$ cat config.mk
export PLATFORM = sky130hd
export DESIGN_NAME = blit_cmd_decoder
export DESIGN_NICKNAME = d
export VERILOG_FILES = /design/src/rtl/blit_pkg.sv /design/src/rtl/blit_hdr_check.sv /design/src/rtl/blit_operand_store.sv /design/src/rtl/blit_seq.sv /design/src/rtl/blit_cmd_decoder.sv
export SDC_FILE = /design/constraint.sdc
export NUM_CORES = 1
export LEC_CHECK = 0
export ABC_AREA = 1
export BUFFER_PORTS_ARGS = -buffer_cell sky130_fd_sc_hd__buf_2
export CORE_MARGIN = 3
export CORE_UTILIZATION = 35
export DETAILED_ROUTE_END_ITERATION = 8
export PLACE_DENSITY_LB_ADDON = 0.25
export SLEW_MARGIN = 30
export SYNTH_ARGS = -nofsm -noshare
export SYNTH_HDL_FRONTEND = slang
export SYNTH_HIERARCHICAL = 1
export SYNTH_SLANG_ARGS = --single-unit
$ cat constraint.sdc
create_clock -name clk -period 2.68 [get_ports clk]
set_clock_uncertainty 0.2 [all_clocks]
set_input_delay 0.268 -clock clk [delete_from_list [all_inputs] [get_ports clk]]
set_output_delay 0.268 -clock clk [all_outputs]
set_load 0.02 [all_outputs]
$ cat src/rtl/blit_pkg.sv
// Shared constants, types and slot-to-field mapping for the blitter
// command decoder. Assumes 32-bit command words with the header layout
// fixed by the consumer of the stream.
package blit_pkg;
    parameter int WORD_W  = 32;
    parameter int LEN_W   = 8;
    parameter int SLOT_W  = 3;
    parameter int NFIELD  = 12;

    // header field positions
    parameter int CLIENT_MSB = 31;
    parameter int CLIENT_LSB = 29;
    parameter int OPC_MSB    = 28;
    parameter int OPC_LSB    = 22;
    parameter int WMASK_MSB  = 21;
    parameter int WMASK_LSB  = 20;
    parameter int PACK_BIT   = 16;
    parameter int STILE_BIT  = 15;
    parameter int DTILE_BIT  = 11;

    parameter logic [2:0] CLIENT_2D    = 3'd2;
    parameter logic [6:0] OPC_SETUP    = 7'h01;
    parameter logic [6:0] OPC_TEXT_MEM = 7'h26;
    parameter logic [6:0] OPC_TEXT_IMM = 7'h31;
    parameter logic [6:0] OPC_FILL     = 7'h50;
    parameter logic [6:0] OPC_COPY     = 7'h53;

    typedef enum logic [2:0] {
        K_SETUP    = 3'd0,
        K_TEXT_MEM = 3'd1,
        K_TEXT_IMM = 3'd2,
        K_FILL     = 3'd3,
        K_COPY     = 3'd4
    } kind_e;

    typedef enum logic [3:0] {
        F_CTRL      = 4'd0,
        F_DST_TL    = 4'd1,
        F_DST_BR    = 4'd2,
        F_DST_ADDR  = 4'd3,
        F_SRC_TL    = 4'd4,
        F_SRC_PITCH = 4'd5,
        F_SRC_ADDR  = 4'd6,
        F_COLOR     = 4'd7,
        F_BG        = 4'd8,
        F_PAT       = 4'd9,
        F_CLIP_TL   = 4'd10,
        F_CLIP_BR   = 4'd11,
        F_NONE      = 4'd15
    } field_e;

    typedef struct packed {
        logic       byte_pack;
        logic       src_tiled;
        logic       dst_tiled;
        logic [1:0] wmask;
    } hdr_flags_t;

    // Which named field the operand in a given slot of a command fills.
    function automatic field_e slot_field(kind_e k, logic [SLOT_W-1:0] s);
        field_e f;
        f = F_NONE;
        case (k)
            K_SETUP: case (s)
                3'd0: f = F_CTRL;
                3'd1: f = F_CLIP_TL;
                3'd2: f = F_CLIP_BR;
                3'd3: f = F_DST_ADDR;
                3'd4: f = F_BG;
                3'd5: f = F_COLOR;
                3'd6: f = F_PAT;
                default: f = F_NONE;
            endcase
            K_TEXT_MEM: case (s)
                3'd0: f = F_DST_TL;
                3'd1: f = F_DST_BR;
                3'd2: f = F_SRC_ADDR;
                default: f = F_NONE;
            endcase
            K_TEXT_IMM: case (s)
                3'd0: f = F_DST_TL;
                3'd1: f = F_DST_BR;
                default: f = F_NONE;
            endcase
            K_FILL: case (s)
                3'd0: f = F_CTRL;
                3'd1: f = F_DST_TL;
                3'd2: f = F_DST_BR;
                3'd3: f = F_DST_ADDR;
                3'd4: f = F_COLOR;
                default: f = F_NONE;
            endcase
            K_COPY: case (s)
                3'd0: f = F_CTRL;
                3'd1: f = F_DST_TL;
                3'd2: f = F_DST_BR;
                3'd3: f = F_DST_ADDR;
                3'd4: f = F_SRC_TL;
                3'd5: f = F_SRC_PITCH;
                3'd6: f = F_SRC_ADDR;
                default: f = F_NONE;
            endcase
            default: f = F_NONE;
        endcase
        return f;
    endfunction
endpackage

$ cat src/rtl/blit_hdr_check.sv
// Combinational header classifier. Given the client, opcode, length and
// flag slices of a candidate header word, it reports whether the word is
// a well-formed header, the command kind, the number of operand words
// before the command is complete and the inline data count.
// Assumes the caller only consults it while hunting for a header.
module blit_hdr_check
    import blit_pkg::*;
(
    input  logic [2:0]        client,
    input  logic [6:0]        opcode,
    input  logic [LEN_W-1:0]  len,
    input  logic [1:0]        wmask,
    input  logic              pack_bit,
    input  logic              stile_bit,
    input  logic              dtile_bit,
    output logic              hdr_ok,
    output kind_e             hdr_kind,
    output hdr_flags_t        hdr_flags,
    output logic [SLOT_W-1:0] hdr_n_oper,
    output logic [LEN_W-1:0]  hdr_n_data
);
    logic known;
    logic len_ok;

    // Decode the opcode and check the length against it.
    always_comb begin
        known    = 1'b1;
        len_ok   = 1'b0;
        hdr_kind = K_SETUP;
        case (opcode)
            OPC_SETUP:    begin hdr_kind = K_SETUP;    len_ok = (len == LEN_W'(6)); end
            OPC_TEXT_MEM: begin hdr_kind = K_TEXT_MEM; len_ok = (len == LEN_W'(2)); end
            OPC_TEXT_IMM: begin hdr_kind = K_TEXT_IMM; len_ok = len[0];            end
            OPC_FILL:     begin hdr_kind = K_FILL;     len_ok = (len == LEN_W'(4)); end
            OPC_COPY:     begin hdr_kind = K_COPY;     len_ok = (len == LEN_W'(6)); end
            default:      known = 1'b0;
        endcase
        hdr_ok = (client == CLIENT_2D) && known && len_ok;
    end

    // Derive operand and inline data counts from the length field.
    always_comb begin
        if (hdr_kind == K_TEXT_IMM) begin
            hdr_n_oper = SLOT_W'(2);
            hdr_n_data = len - LEN_W'(1);
        end else begin
            hdr_n_oper = len[SLOT_W-1:0] + SLOT_W'(1);
            hdr_n_data = '0;
        end
    end

    // Collect the header flag bits.
    always_comb begin
        hdr_flags.byte_pack = pack_bit;
        hdr_flags.src_tiled = stile_bit;
        hdr_flags.dst_tiled = dtile_bit;
        hdr_flags.wmask     = wmask;
    end
endmodule

$ cat src/rtl/blit_operand_store.sv
// Register bank holding one word per named operand field. A clear strobe
// zeroes every field at the start of a command; a write strobe loads one
// field chosen by name. Assumes clear and write never coincide.
module blit_operand_store
    import blit_pkg::*;
(
    input  logic                          clk,
    input  logic                          rst_n,
    input  logic                          clr,
    input  logic                          wr_en,
    input  field_e                        wr_field,
    input  logic [WORD_W-1:0]             wr_data,
    output logic [NFIELD-1:0][WORD_W-1:0] fields
);
    for (genvar g = 0; g < NFIELD; g++) begin : g_field
        // Hold one operand field, zeroed per command, loaded by name.
        always_ff @(posedge clk) begin
            if (!rst_n || clr) begin
                fields[g] <= '0;
            end else if (wr_en && (wr_field == field_e'(g))) begin
                fields[g] <= wr_data;
            end
        end
    end
endmodule

$ cat src/rtl/blit_seq.sv
// Sequencer for the command stream: hunts for headers, counts operand
// slots, raises the command strobe, and passes inline data out as a
// counted burst. Assumes in_word is only meaningful with in_valid high.
module blit_seq
    import blit_pkg::*;
(
    input  logic              clk,
    input  logic              rst_n,
    input  logic              in_valid,
    output logic              in_ready,
    input  logic [WORD_W-1:0] in_word,
    input  logic              cmd_ready,
    input  logic              hdr_ok,
    input  kind_e             hdr_kind,
    input  hdr_flags_t        hdr_flags,
    input  logic [SLOT_W-1:0] hdr_n_oper,
    input  logic [LEN_W-1:0]  hdr_n_data,
    output logic              st_clr,
    output logic              st_wr,
    output field_e            st_field,
    output logic              cmd_valid,
    output kind_e             cmd_kind,
    output hdr_flags_t        cmd_flags,
    output logic [LEN_W-1:0]  cmd_data_words,
    output logic              data_valid,
    output logic [WORD_W-1:0] data_word,
    output logic              data_last,
    output logic              err
);
    typedef enum logic [1:0] { S_HUNT, S_OPER, S_DATA } state_e;

    state_e            state;
    logic [SLOT_W-1:0] slot;
    logic [SLOT_W-1:0] n_oper;
    logic [LEN_W-1:0]  data_left;
    logic              take;
    logic              last_slot;

    assign in_ready  = !cmd_valid;
    assign take      = in_valid && in_ready;
    assign last_slot = (slot == n_oper - SLOT_W'(1));

    // Steer words into the operand store.
    always_comb begin
        st_clr   = take && (state == S_HUNT) && hdr_ok;
        st_wr    = take && (state == S_OPER);
        st_field = slot_field(cmd_kind, slot);
    end

    // Walk header, operand and data phases and produce the strobes.
    always_ff @(posedge clk) begin
        if (!rst_n) begin
            state          <= S_HUNT;
            slot           <= '0;
            n_oper         <= '0;
            data_left      <= '0;
            cmd_valid      <= 1'b0;
            cmd_kind       <= K_SETUP;
            cmd_flags      <= '0;
            cmd_data_words <= '0;
            data_valid     <= 1'b0;
            data_word      <= '0;
            data_last      <= 1'b0;
            err            <= 1'b0;
        end else begin
            data_valid <= 1'b0;
            data_last  <= 1'b0;
            if (cmd_valid && cmd_ready) begin
                cmd_valid <= 1'b0;
            end
            if (take) begin
                case (state)
                    S_HUNT: begin
                        if (hdr_ok) begin
                            cmd_kind       <= hdr_kind;
                            cmd_flags      <= hdr_flags;
                            cmd_data_words <= hdr_n_data;
                            data_left      <= hdr_n_data;
                            n_oper         <= hdr_n_oper;
                            slot           <= '0;
                            state          <= S_OPER;
                        end else begin
                            err <= 1'b1;
                        end
                    end
                    S_OPER: begin
                        if (last_slot) begin
                            cmd_valid <= 1'b1;
                            state     <= (data_left != '0) ? S_DATA : S_HUNT;
                        end else begin
                            slot <= slot + SLOT_W'(1);
                        end
                    end
                    S_DATA: begin
                        data_valid <= 1'b1;
                        data_word  <= in_word;
                        data_last  <= (data_left == LEN_W'(1));
                        data_left  <= data_left - LEN_W'(1);
                        if (data_left == LEN_W'(1)) begin
                            state <= S_HUNT;
                        end
                    end
                    default: state <= S_HUNT;
                endcase
            end
        end
    end
endmodule

$ cat src/rtl/blit_cmd_decoder.sv
// Top of the blitter command decoder. Splits the incoming word into header
// slices for the classifier, feeds the sequencer and operand store, and
// brings the decoded fields out as named ports. Assumes the consumer
// honours cmd_valid/cmd_ready and takes inline data without stalling.
module blit_cmd_decoder
    import blit_pkg::*;
(
    input  logic              clk,
    input  logic              rst_n,
    input  logic              in_valid,
    output logic              in_ready,
    input  logic [WORD_W-1:0] in_word,
    output logic              cmd_valid,
    input  logic              cmd_ready,
    output logic [2:0]        cmd_kind,
    output logic              cmd_byte_pack,
    output logic              cmd_src_tiled,
    output logic              cmd_dst_tiled,
    output logic [1:0]        cmd_wmask,
    output logic [LEN_W-1:0]  cmd_data_words,
    output logic [WORD_W-1:0] cmd_ctrl,
    output logic [WORD_W-1:0] cmd_dst_tl,
    output logic [WORD_W-1:0] cmd_dst_br,
    output logic [WORD_W-1:0] cmd_dst_addr,
    output logic [WORD_W-1:0] cmd_src_tl,
    output logic [WORD_W-1:0] cmd_src_pitch,
    output logic [WORD_W-1:0] cmd_src_addr,
    output logic [WORD_W-1:0] cmd_color,
    output logic [WORD_W-1:0] cmd_bg,
    output logic [WORD_W-1:0] cmd_pat_addr,
    output logic [WORD_W-1:0] cmd_clip_tl,
    output logic [WORD_W-1:0] cmd_clip_br,
    output logic              data_valid,
    output logic [WORD_W-1:0] data_word,
    output logic              data_last,
    output logic              err
);
    logic                          hdr_ok;
    kind_e                         hdr_kind;
    hdr_flags_t                    hdr_flags;
    logic [SLOT_W-1:0]             hdr_n_oper;
    logic [LEN_W-1:0]              hdr_n_data;
    logic                          st_clr;
    logic                          st_wr;
    field_e                        st_field;
    kind_e                         kind_q;
    hdr_flags_t                    flags_q;
    logic [NFIELD-1:0][WORD_W-1:0] fields;

    blit_hdr_check i_hdr (
        .client     (in_word[CLIENT_MSB:CLIENT_LSB]),
        .opcode     (in_word[OPC_MSB:OPC_LSB]),
        .len        (in_word[LEN_W-1:0]),
        .wmask      (in_word[WMASK_MSB:WMASK_LSB]),
        .pack_bit   (in_word[PACK_BIT]),
        .stile_bit  (in_word[STILE_BIT]),
        .dtile_bit  (in_word[DTILE_BIT]),
        .hdr_ok     (hdr_ok),
        .hdr_kind   (hdr_kind),
        .hdr_flags  (hdr_flags),
        .hdr_n_oper (hdr_n_oper),
        .hdr_n_data (hdr_n_data)
    );

    blit_seq i_seq (
        .clk            (clk),
        .rst_n          (rst_n),
        .in_valid       (in_valid),
        .in_ready       (in_ready),
        .in_word        (in_word),
        .cmd_ready      (cmd_ready),
        .hdr_ok         (hdr_ok),
        .hdr_kind       (hdr_kind),
        .hdr_flags      (hdr_flags),
        .hdr_n_oper     (hdr_n_oper),
        .hdr_n_data     (hdr_n_data),
        .st_clr         (st_clr),
        .st_wr          (st_wr),
        .st_field       (st_field),
        .cmd_valid      (cmd_valid),
        .cmd_kind       (kind_q),
        .cmd_flags      (flags_q),
        .cmd_data_words (cmd_data_words),
        .data_valid     (data_valid),
        .data_word      (data_word),
        .data_last      (data_last),
        .err            (err)
    );

    blit_operand_store i_store (
        .clk      (clk),
        .rst_n    (rst_n),
        .clr      (st_clr),
        .wr_en    (st_wr),
        .wr_field (st_field),
        .wr_data  (in_word),
        .fields   (fields)
    );

    assign cmd_kind      = kind_q;
    assign cmd_byte_pack = flags_q.byte_pack;
    assign cmd_src_tiled = flags_q.src_tiled;
    assign cmd_dst_tiled = flags_q.dst_tiled;
    assign cmd_wmask     = flags_q.wmask;
    assign cmd_ctrl      = fields[F_CTRL];
    assign cmd_dst_tl    = fields[F_DST_TL];
    assign cmd_dst_br    = fields[F_DST_BR];
    assign cmd_dst_addr  = fields[F_DST_ADDR];
    assign cmd_src_tl    = fields[F_SRC_TL];
    assign cmd_src_pitch = fields[F_SRC_PITCH];
    assign cmd_src_addr  = fields[F_SRC_ADDR];
    assign cmd_color     = fields[F_COLOR];
    assign cmd_bg        = fields[F_BG];
    assign cmd_pat_addr  = fields[F_PAT];
    assign cmd_clip_tl   = fields[F_CLIP_TL];
    assign cmd_clip_br   = fields[F_CLIP_BR];
endmodule

After elaboration in Yosys (flattened, before gate mapping)
Index checks and enable logic that the tools add are counted.

Flip-flop bits (word level): 452. Bits of input ports: 36.

Add/sub/neg operators: 5. Equality and inequality tests: 39. Muxes and demuxes: 26. Bitwise logic cells: 1. Reductions and logical operators: 39.

Operator list (number): $pmux W4 S7 (2); $pmux W4 S5 (2); $logic_and A1 B1 Y1 (19); $eq A3 B2 Y1 const B (6); $eq A4 B3 Y1 const B (4); $eq A4 B4 Y1 const B (4); $eq A8 B3 Y1 const B (2); $mux W8 (2); $pmux W8 S2 (1); $sub A8 B1 Y8 const B (2); $eq A7 B6 Y1 const B (2); $eq A7 B7 Y1 const B (2); $eq A3 B3 Y1 const B (4); $pmux W3 S4 (1); $pmux W4 S3 (1); $reduce_and A3 Y1 (4); $mux W3 (3); $eq A4 B2 Y1 const B (2); $eq A8 B1 Y1 const B (1); $eq A8 B2 Y1 const B (1); $mux W2 (4); $pmux W4 S2 (1); $reduce_and A4 Y1 (2); $reduce_bool A8 Y1 (1); 24 further kinds (37).

Depth between registers and ports, before layout
Gate-level depths: netlist of the first run.

Word-level depth: 7. Depth in mapped cells: 17. Mapped depth without buffers: 16.

By module
Netlist of the first run, hierarchy kept.

By module, submodules not included: blit_operand_store (instances 1, cells an instance 2174, area each 14891.8 µm², sequential area each 7687.4 µm²); blit_seq (instances 1, cells an instance 448, area each 3150.5 µm², sequential area each 1361.3 µm²); blit_hdr_check (instances 1, cells an instance 88, area each 484.2 µm², sequential area each 0.0 µm²).

Worst setup path before layout of the first run
Ideal clock, no wire load.

Path kind: register -> register. Start point: register i_seq.slot[0]. End point: register i_store/fields[247] (netlist bit). Arrival: 2.255 ns. Required time: 2.367 ns. Path slack: 0.112 ns. Stages on the path, launching flop included: 16. Clock period less this slack: 2.568 ns. Cell sequence: dfxtp_1 -> inv_2 -> ha_1 -> nand2_1 -> nand2_1 -> nor3_2 -> nand2_2 -> nor2_2 -> inv_1 -> nand3_1 -> nand3_4 -> nor2_8 -> buf_4 -> nand2_1 -> nand2_1 -> nor2_1.

Cells in the longest elaborated chain, start to end: 5.

RTL lines: from (decl) (line blit_seq.sv:33) `logic [SLOT_W-1:0] slot;`; from (signal assigned) (line blit_seq.sv:91) `slot <= slot + SLOT_W'(1);`; $eq A3 B3 Y1 (tied with other cells) (line blit_pkg.sv:64, blit_pkg.sv:93); $pmux W4 S7 (tied with other cells) (line blit_pkg.sv:93) `K_COPY: case (s)`; $pmux W4 S5 (*) (line blit_pkg.sv:63) `case (k)`; via st_field[0] (line blit_cmd_decoder.sv:45) `field_e st_field;`; $eq A4 B3 Y1 (*) (line blit_operand_store.sv:20) `end else if (wr_en && (wr_field == field_e'(g))) begin`; $logic_and A1 B1 Y1 (*) (line blit_operand_store.sv:20); to (signal, indexed assignment) (line blit_operand_store.sv:21) `fields[g] <= wr_data;`; to (decl) (line blit_operand_store.sv:13) `output logic [NFIELD-1:0][WORD_W-1:0] fields`.

Mark *: on every way through the listed nets, which the timed path passes. The rest lies on a longest branch. A chain may end at the register's enable or synchronous reset.

Worst setup path after layout of the first run
Start point: register i_seq.slot[0]. End point: register i_store/fields[257] (netlist bit).

Cells in the longest elaborated chain, start to end: 5.

RTL lines (line): $eq A3 B3 Y1 (tied with other cells) (blit_pkg.sv:64, blit_pkg.sv:93); $pmux W4 S7 (tied with other cells) (blit_pkg.sv:93); $pmux W4 S5 (*) (blit_pkg.sv:63); via st_field[3] (blit_cmd_decoder.sv:45); $eq A4 B4 Y1 (*) (blit_operand_store.sv:20); $logic_and A1 B1 Y1 (*) (blit_operand_store.sv:20).

Marks and branches as above.

==> results of run 1 <==
[cell type report]
cell class,count,area (um^2)
inverters,125,484
multi-input cells,1951,8380
fillers,5267,26600
well taps,680,851
repair buffers,666,4920
clock buffers,70,1400
flip-flops and latches,452,9060
clock inverters,18,131
[worst max-delay path by stage]
stage | endpoint | slack (ns)
global placement | i_store/fields[27]$_SDFFE_PP0P_ | -0.17
detailed placement | i_store/fields[133]$_SDFFE_PP0P_ | -0.19
global route | i_store/fields[13]$_SDFFE_PP0P_ | -0.11
floorplan | i_store/fields[247]$_SDFFE_PP0P_ | 0.11
CTS | i_store/fields[337]$_SDFFE_PP0P_ | -0.005
finish | i_store/fields[257]$_SDFFE_PP0P_ | 0.04
[sequential cells by signal, indices dropped and copies added (netlist names)]
signal	count
i_store/fields	384
i_seq/data_word	32
i_seq/cmd_data_words	8
i_seq/data_left	8
i_seq/cmd_flags	5
i_seq/cmd_kind	3
i_seq/n_oper	3
i_seq/slot	3
i_seq/state	2
i_seq/cmd_valid	1
i_seq/data_last	1
i_seq/data_valid	1
i_seq/err	1
[critical path, cell delays in order (launching register included)]
cell and delay (ns):
dfxtp_4 0.38, buf_6 0.12, ha_4 0.17, nand2_4 0.07
nand2_4 0.06, nor3_4 0.20, nand2_2 0.12, nor2_2 0.14
nor2_1 0.06, nand2_2 0.13, inv_4 0.07, buf_6 0.12
nor2_4 0.15, buf_12 0.15, clkbuf_16 0.16, nand4_1 0.09
nand2_1 0.10, nor2_1 0.04
[power groups by stage]
| stage | combinational (mW) | sequential (mW) | clock [mW] |
|---|---|---|---|
| 2_1_floorplan | 0.471 | 6.97 | 0 |
| 3_3_place_gp | 0.842 | 6.93 | 0 |
| 3_5_place_dp | 0.837 | 6.93 | 0 |
| 4_1_cts | 0.878 | 6.78 | 6.64 |
| 5_1_grt | 0.991 | 6.78 | 6.90 |
| 6_report | 0.906 | 6.78 | 6.51 |
[cells by family after synthesis]
kind of cell / count (synthesis) / synth area share
simple gates: 1821 / 0.396
compound gates: 113 / 0.0317
xor+xnor: 6 / 0.00284
buf+inv: 307 / 0.0732
fa+ha+maj: 11 / 0.00743
flops: 452 / 0.488
[per-stage QoR]
stage	setup WS [ns]	std cells	utilization	hold slack (ns)	cell area, um^2
global placement	-0.171	3785	0.424	0.256	22000
finish	0.0389	3962	0.487	0.138	25200
global route	-0.114	3962	0.487	0.171	25200
detailed placement	-0.186	3785	0.424	0.264	22000
floorplan	0.112	2710	-	0.203	18500
CTS	-0.00544	3912	0.464	0.0876	24000
[cells in the final DEF (no fill, tap or decap), types with 14 or more instances in the layout]
cell type	n
a21oi_1	29
buf_12	35
buf_2	472
buf_4	77
buf_6	14
clkbuf_16	73
dfxtp_1	450
dlygate4sd3_1	35
inv_1	110
nand2_1	769
nand3_1	16
nand4_1	68
nor2_1	882
nor2_2	20
nor2_4	17
o21ai_0	70
[layer usage]
layer  vias up  global-route usage
li1       9303                   -
met1      8396               0.295
met2       622               0.356
met3        83              0.0500
met4         0              0.0538
met5         -                   0
[repair_timing]
action,in CTS,in global routing
gates cloned,2,32
hold buffers,35,0
resized for setup,24,76
pin swaps,3,32
setup buffers,2,19
endpoints found under the hold margin,71,0
endpoints found under the setup margin,384,384
==> reports/results.ini, run 1 <==
[outcome]
outcome=completed

[synthesis]
yosys-top-cells-area=dfxtp_1 49%, nor2_1 18%, nand2_1 16%
synth_top_cell_area_share=0.488
yosys.area.top_type=dfxtp_1
yosysWarnings=6
netlist_area_um2=18500
synth.distinct_cells=36
avgSynthCellArea_um2=6.84
ys.flop_type=dfxtp_1
syn_inst=2710
syn_nets=2757
synth_edf_count=0
synth_commonest_cells=904 x nor2_1, 776 x nand2_1, 452 x dfxtp_1
synth.most_common_cell=nor2_1
ys_seq_area_frac=0.488
ys_seq_elements=452
async_reset_ff_frac=0

[clock_tree]
cts-buffers-inserted=48
clk_pin_slew_ns=0.06
cts_root_buf=clkbuf_16
cts_max_level=2
cts_buffer_depth=3
tritoncts=built
cts_num_sinks=452
insertion_delay_ns=0.57

[routing]
dr_wl_met3_um=4930
dr.pass1.iters=5
met1Wirelength_um=30600
top_layer=met4
viasPerCell=4.65
wl_per_cell_um=17.7
drc=0
route.met2.wl_um=33100
dr_total_vias=18400
drt-total-wl_um=70200
drt-initial-drc-count=1376
antenna_left=0

[power_and_ir_drop]
pwr-share-seq=0.478
power.leakage_nw=12.3
power_switching_mw=3.45
p_clk_frac=0.458
p_total_mw=14.2
switching_share=0.243
p_int_mw=10.7
powerDensity_nw_per_um2=563
power_frac_comb=0.064
peakVddDrop_mv=0.367

[worst_setup_path]
r2r_start=i_seq/slot[0]$_SDFFE_PN0P_
crit_start=i_seq/slot[0]$_SDFFE_PN0P_
crit_arrival_ns=2.91
rr_worst_depth=17
r2r-end=i_store/fields[257]$_SDFFE_PP0P_
critPathCaptureType=flop
critical_path_class=flop to flop
worstPathRequired_ns=2.94
start_kind=flop
rrSetupSlack_ns=0.04
cp_max_fo=8

[floorplan]
core.rowCount=83
die_area_um2=55700
start_util=0.358
fp.dieW_um=236
core_um2=51800
dieHeight_um=236
io_pins=473

[cells_and_area]
area_delta_synth_final_pct=36.1
antennaDiodeCount=0
drive_above_1_share=0.247
layout.nets=3291

[timing]
min_period_ns=2.64
timing.fmax_mhz=379
fin_crit_sh=0.985
worst_pin_slew_ns=0.796
finalSetupTns_ns=0
relSlewSlack=0.469
final_max_slew_viol_count=0
rsz0062_at_grt=true
finalHoldViolCount=0
setup_viol_count_final=0

[grt]
grt_pass1_vias=15900
antenna_found_initial=0
grt_overflow=0
grt_use_total=0.219
grt_max_degree=85
grt_pass1_wl_um=96700

[run]
maxCapViolations=0

[placement]
hpwlAfterDp_um=44000
io_buffers=472
gp_congestion=0.879

[min_path]
hold_path_depth=6
hp-start=in_word[27]
hold_end=i_seq/cmd_kind[1]$_SDFFE_PN0P_
holdCritPathClass=input pin to flop

No activity file was read; power rests on OpenSTA's default activity.
==> inputs of run 2 (changes only) <==
PLACE_DENSITY_LB_ADDON = default   (was 0.25)
==> run 2 against run 1 <==
Compared with the run above: register-to-register slack worse by 0.15 ns; sequential share of layout area fell by 0.91 points; wire length up 0.14%; critical path depth increased by 2; utilization grew 1.3 points; the flow now finishes with violations (negative setup slack); via count is 1.9% higher; worst setup slack got worse by 0.15 ns.
==> reports/results.ini, run 2 (synthesis gave the netlist of run 1 again) <==
[outcome]
outcome=complete, but fails checks
violations=negative setup slack

[timing]
timing.fmax_mhz=358  ; -5.4%
setup_viol_count_final=98  ; +98
finalHoldViolCount=0  ; unchanged
fin_crit_sh=1.04  ; +0.0566
min_period_ns=2.79  ; +0.152 ns
whs_ns=0.119  ; -0.0186 ns
fin_ws_ns=-0.113  ; -0.152 ns
worst_pin_slew_ns=0.969  ; +0.173 ns
final_max_slew_viol_count=0  ; unchanged
relSlewSlack=0.354  ; -0.115
finalSetupTns_ns=-4.13  ; -4.13 ns
rsz0062_at_grt=true

[routing]
dr_total_vias=18800  ; +1.9%
viasPerCell=4.70  ; +1.2%
drt-initial-drc-count=1315  ; -4.4%
wl_per_cell_um=17.6  ; -0.56%
drc=0  ; unchanged
dr.pass1.iters=5  ; unchanged
antenna_left=0  ; unchanged
drt-total-wl_um=70300  ; +0.14%

[cells_and_area]
largest_reg_flops=384  ; unchanged
reg_top3=i_store/fields (384), i_seq/data_word (32)
layout.nets=3324  ; +1.0%
area_delta_synth_final_pct=39.7
final_common_cell=nor2_1
drive_above_1_share=0.268  ; +0.0215
mostFrequentLayoutCells=862 x nor2_1, 740 x nand2_1, 472 x buf_2
antennaDiodeCount=0  ; unchanged
top_register=i_store/fields

[placement]
gp_congestion=0.862  ; -2.0%
hpwlAfterDp_um=44300  ; +0.66%
io_buffers=472  ; unchanged
place_ws_ns=-0.316  ; -0.131 ns

[power_and_ir_drop]
p_clk_frac=0.462  ; +0.004
power.leakage_nw=12.7  ; +3.2%
p_int_mw=10.9  ; +1.2%
pwr-share-seq=0.473  ; -0.005
powerDensity_nw_per_um2=554  ; -1.5%
switching_share=0.242  ; -0.00122
peakVddDrop_mv=0.414  ; +13%
power_frac_comb=0.066  ; +0.002
power_switching_mw=3.47  ; +0.57%

[clock_tree]
cts-buffers-inserted=48  ; unchanged
cts_buffer_depth=3  ; unchanged
tritoncts=built
cts_root_buf=clkbuf_16
insertion_delay_ns=0.58  ; about the same
cts_max_level=2  ; unchanged
clk_pin_slew_ns=0.06  ; about the same
cts_num_sinks=452  ; unchanged

[grt]
antenna_found_initial=0  ; unchanged
grt_use_total=0.227  ; +0.00817
grt_overflow=0  ; unchanged
grt_max_degree=94  ; +11%
grt_pass1_vias=16800  ; +5.2%
grt_pass1_wl_um=100000  ; +3.5%

[min_path]
hold_end=i_seq/slot[0]$_SDFFE_PN0P_
hp-start=rst_n
holdCritPathClass=input pin to flop
hold_path_depth=4  ; -2

[worst_setup_path]
start_kind=flop
r2r-end=i_store/fields[114]$_SDFFE_PP0P_
critical_path_class=flop to flop
critPathCaptureType=flop
rrSetupSlack_ns=-0.11  ; -0.15 ns
rr_worst_depth=19  ; +2
worstPathRequired_ns=2.97  ; +0.03 ns
cp_max_fo=8  ; unchanged
r2r_start=i_seq/slot[1]$_SDFFE_PN0P_
crit_arrival_ns=3.08  ; +0.17 ns

[floorplan]
io_pins=473  ; unchanged
fp.dieW_um=236  ; unchanged
start_util=0.358  ; unchanged
die_area_um2=55700  ; unchanged
dieHeight_um=236  ; unchanged
core.rowCount=83  ; unchanged
core_um2=51800  ; unchanged

[run]
maxCapViolations=0  ; unchanged

==> run 2: changes by cell type in the layout (fill, tap and decap cells not counted), sizes merged <==
cell / previous run / this run
clkinvlp: 2 / 1
buf: 607 / 639
bufbuf: 0 / 1
clkinv: 13 / 6
bufinv: 1 / 2
dlygate4sd3: 35 / 36
nor2: 922 / 923
==> run 2: critical path, stage by stage (launching register included) <==
cell and delay, ns:
dfxtp_4 0.38, ha_4 0.17, ha_4 0.16, inv_4 0.06, nand2_4 0.05, nor3_4 0.19
nand2_2 0.12, nor2_2 0.12, inv_1 0.06, nand3_2 0.08, buf_6 0.11, nand3_4 0.08
buf_12 0.15, buf_8 0.11, nor2_8 0.10, buf_12 0.17, clkbuf_16 0.18, nand2_4 0.04
nand2_1 0.08, nor2_1 0.05
==> run 2: what timing repair did <==
| item | CTS | global route |
|---|---|---|
| pin swaps | 16 | 61 |
| setup buffers | 22 | 22 |
| resized for setup | 44 | 138 |
| hold buffers | 36 | 0 |
| hold endpoints to repair | 71 | 0 |
| cloned | 9 | 24 |
| setup endpoints to repair | 372 | 379 |
==> run 2: layout make-up <==
type                    instances  area, um^2
flip-flops and latches        452        9060
inverters                     125         484
repair buffers                698        5360
clock inverters                11         138
fillers                      5181       25900
clock buffers                  72        1410
well taps                     680         851
multi-input cells            1952        8570
==> run 2: worst max path at each step <==
stage / startpoint / to / slack (ns) / cells after the start
after floorplan: i_seq/slot[0]$_SDFFE_PN0P_ / i_store/fields[247]$_SDFFE_PP0P_ / 0.11 / 15
after detailed placement: i_seq/slot[0]$_SDFFE_PN0P_ / i_store/fields[138]$_SDFFE_PP0P_ / -0.32 / 13
after CTS: i_seq/slot[0]$_SDFFE_PN0P_ / i_store/fields[352]$_SDFFE_PP0P_ / 0.003 / 18
final: i_seq/slot[1]$_SDFFE_PN0P_ / i_store/fields[114]$_SDFFE_PP0P_ / -0.11 / 19
after global routing: i_seq/slot[1]$_SDFFE_PN0P_ / i_store/fields[127]$_SDFFE_PP0P_ / -0.21 / 19
after global placement: i_seq/slot[0]$_SDFFE_PN0P_ / i_store/fields[134]$_SDFFE_PP0P_ / -0.24 / 13
==> run 2: per-stage QoR <==
| stage | total power, mW | instances | area, um^2 | utilization |
|---|---|---|---|---|
| 3_3_place_gp | 7.79 | 3796 | 22100 | 0.426 |
| 6_report | 14.3 | 3990 | 25900 | 0.499 |
| 2_1_floorplan | 7.44 | 2710 | 18500 | - |
| 3_5_place_dp | 7.78 | 3796 | 22100 | 0.426 |
| 4_1_cts | 14.4 | 3945 | 24600 | 0.475 |
| 5_1_grt | 14.8 | 3990 | 25900 | 0.499 |
==> run 2: power by group through the flow <==
stage	sequential (mW)	combinational, mW	clock [mW]
global route	6.78	1.03	7.02
finish	6.78	0.942	6.62
CTS	6.78	0.897	6.74
global placement	6.93	0.857	0
floorplan	6.97	0.471	0
detailed placement	6.93	0.852	0
==> run 2: layer usage <==
metal  wire, um  global-route usage
met5          0                   0
met4       1850              0.0642
met3       5050              0.0546
met2      33100               0.371
met1      30300               0.299
==> inputs of run 3 (changes only) <==
SETUP_SLACK_MARGIN = 0.1   (was default)
==> run 3 against run 2 <==
Compared with the run above: the flow still finishes with violations (negative setup slack); largest power group unchanged; count of clock-buffer cells in the layout stayed put; highest routed layer unchanged; combinational power grew 0.5%; largest cell class unchanged; via count down 0.57%.
==> reports/results.ini, run 3 (synthesis gave the netlist of run 1 again) <==
[outcome]
outcome=complete, but fails checks
violations=negative setup slack

[cells_and_area]
drive_above_1_share=0.262  ; -0.00639
seqCellArea_um2=9060  ; unchanged
stdcell_count=3983  ; -0.18%
mostFrequentLayoutCells=888 x nor2_1, 730 x nand2_1, 472 x buf_2
multi_input_area_um2=8510  ; -0.70%
largest_reg_flops=384  ; unchanged
top_register=i_store/fields
area_delta_synth_final_pct=38.6
reg_top3=i_store/fields (384), i_seq/data_word (32)
num-fill-cells=5205  ; +0.46%
antennaDiodeCount=0  ; unchanged
final_util=0.495  ; -0.00394
layout.nets=3317  ; -0.21%
final_common_cell=nor2_1

[worst_setup_path]
crit_family=simple AND/OR/NAND/NOR gates
critical_path_class=flop to flop
crit_path_max_incr_delay_ns=0.37  ; about the same
cp_slowest_cell=dfxtp_4
rrSetupSlack_ns=-0.14  ; -0.03 ns
critPathCaptureType=flop
cpMostUsedCell=buf_12
crit_arrival_ns=3.15  ; +0.07 ns
start_kind=flop
cp.buffers_inverters=8  ; +1
worstPathRequired_ns=3.01  ; +0.04 ns
cp_max_fo=5  ; -3
cp_cell_sequence=ha_4, ha_4, inv_4, nand2_4, nor3_4, nand2_2, nor2_2, inv_1, nand3_2, buf_6, nand3_4, buf_12, buf_12, nor2_8, buf_8, buf_12, clkbuf_16, nor2_1, nor2_1

[clock_tree]
cts_root_buf=clkbuf_16
insertion_delay_ns=0.58  ; about the same
cts_max_level=2  ; unchanged
tritoncts=built
cts_buffer_depth=3  ; unchanged
cts-buffers-inserted=48  ; unchanged
cts_num_sinks=452  ; unchanged
clk_pin_slew_ns=0.06  ; about the same

[power_and_ir_drop]
p_clk_frac=0.461  ; about the same
powerDensity_nw_per_um2=559  ; +0.77%
switching_share=0.241  ; -0.000602
peakVddDrop_mv=0.412  ; -0.53%
pwr-share-seq=0.473  ; about the same
p_int_mw=10.9  ; about the same
power_switching_mw=3.46  ; -0.27%
power_frac_comb=0.066  ; about the same
power.leakage_nw=12.6  ; -0.84%

[floorplan]
start_util=0.358  ; unchanged
fp.dieW_um=236  ; unchanged
core_um2=51800  ; unchanged
dieHeight_um=236  ; unchanged
core.rowCount=83  ; unchanged
die_area_um2=55700  ; unchanged
io_pins=473  ; unchanged

[grt]
grt_pass1_wl_um=101000  ; +0.57%
grt_use_total=0.229  ; +0.00184
antenna_found_initial=0  ; unchanged
grt_overflow=0  ; unchanged
grt_pass1_vias=16900  ; +0.81%
grt_max_degree=94  ; unchanged

[routing]
antenna_left=0  ; unchanged
dr_total_vias=18600  ; -0.57%
drt-total-wl_um=68700  ; -2.3%
dr.pass1.iters=5  ; unchanged
drt-initial-drc-count=1239  ; -5.8%
viasPerCell=4.68  ; -0.39%
wl_per_cell_um=17.2  ; -2.1%
drc=0  ; unchanged

[timing]
fin_crit_sh=1.05  ; +0.0108
min_period_ns=2.82  ; +0.0290 ns
finalSetupTns_ns=-13.87  ; -9.73 ns
finalHoldViolCount=0  ; unchanged
setup_viol_count_final=194  ; +98%
final_max_slew_viol_count=0  ; unchanged
worst_pin_slew_ns=0.894  ; -0.0752 ns
timing.fmax_mhz=354  ; -1.0%
fin_ws_ns=-0.142  ; -0.0290 ns
relSlewSlack=0.404  ; +0.0495
rsz0062_at_grt=true

[min_path]
holdCritPathClass=input pin to flop

[placement]
gp_congestion=0.862  ; unchanged
io_buffers=472  ; unchanged
post-place-cells=3796  ; unchanged
hpwlAfterDp_um=44300  ; unchanged

[run]
maxCapViolations=0  ; unchanged

[run 3: cell types whose count changed in the layout (fill, tap and decap cells not counted), sizes merged]
cell,previous run,this run
buf,639,638
clkbuf,94,88
[run 3: worst min-delay path: stages]
cell and delay [ns]:
buf_2 0.11, buf_4 0.30, nand2_1 0.15, nor2_1 0.04
[run 3: layout make-up]
cell class / count / share of cell area
clock inverters: 11 / 0.00536
inverters: 125 / 0.0188
multi-input cells: 1952 / 0.332
clock buffers: 72 / 0.0550
flip-flops and latches: 452 / 0.353
well taps: 680 / 0.0331
repair buffers: 691 / 0.203
[run 3: per-layer routing]
metal	vias up	wire length [um]	GRT usage
met1	8528	29800	0.298
met2	659	31800	0.376
met4	0	1910	0.0678
met5	-	0	0
met3	105	5160	0.0553
li1	9356	-	-
[run 3: metrics by stage]
stage | total power [mW] | setup slack (ns) | hold WS [ns] | area, um^2
2_1_floorplan | 7.44 | 0.112 | 0.203 | 18500
3_3_place_gp | 7.79 | -0.238 | 0.250 | 22100
3_5_place_dp | 7.78 | -0.316 | 0.255 | 22100
4_1_cts | 14.4 | 0.00289 | 0.0569 | 24800
5_1_grt | 14.8 | -0.305 | 0.124 | 25700
6_report | 14.3 | -0.142 | 0.118 | 25700
[run 3: path summary, 6_finish.rpt]
kind,end,from,cells after the start
hold reg to reg,i_seq/n_oper[1]$_SDFFE_PN0P_,i_seq/n_oper[1]$_SDFFE_PN0P_,2
setup reg to reg,i_store/fields[233]$_SDFFE_PP0P_,i_seq/slot[0]$_SDFFE_PN0P_,19
setup / recovery,i_store/fields[233]$_SDFFE_PP0P_,i_seq/slot[0]$_SDFFE_PN0P_,19
hold / removal,i_seq/slot[0]$_SDFFE_PN0P_,rst_n,4
[run 3: power groups by stage]
stage	clock, mW	combinational [mW]	sequential [mW]
after floorplan	0	0.471	6.97
after global placement	0	0.857	6.93
after detailed placement	0	0.852	6.93
after CTS	6.74	0.913	6.78
after global routing	7.00	1.03	6.78
final	6.62	0.947	6.78
[run 3: what timing repair did]
action | CTS | global route
resized for setup | 58 | 96
cloned | 11 | 18
setup endpoints to repair | 384 | 384
pin swaps | 16 | 34
hold endpoints to repair | 71 | 0
hold buffers | 36 | 0
setup buffers | 27 | 13
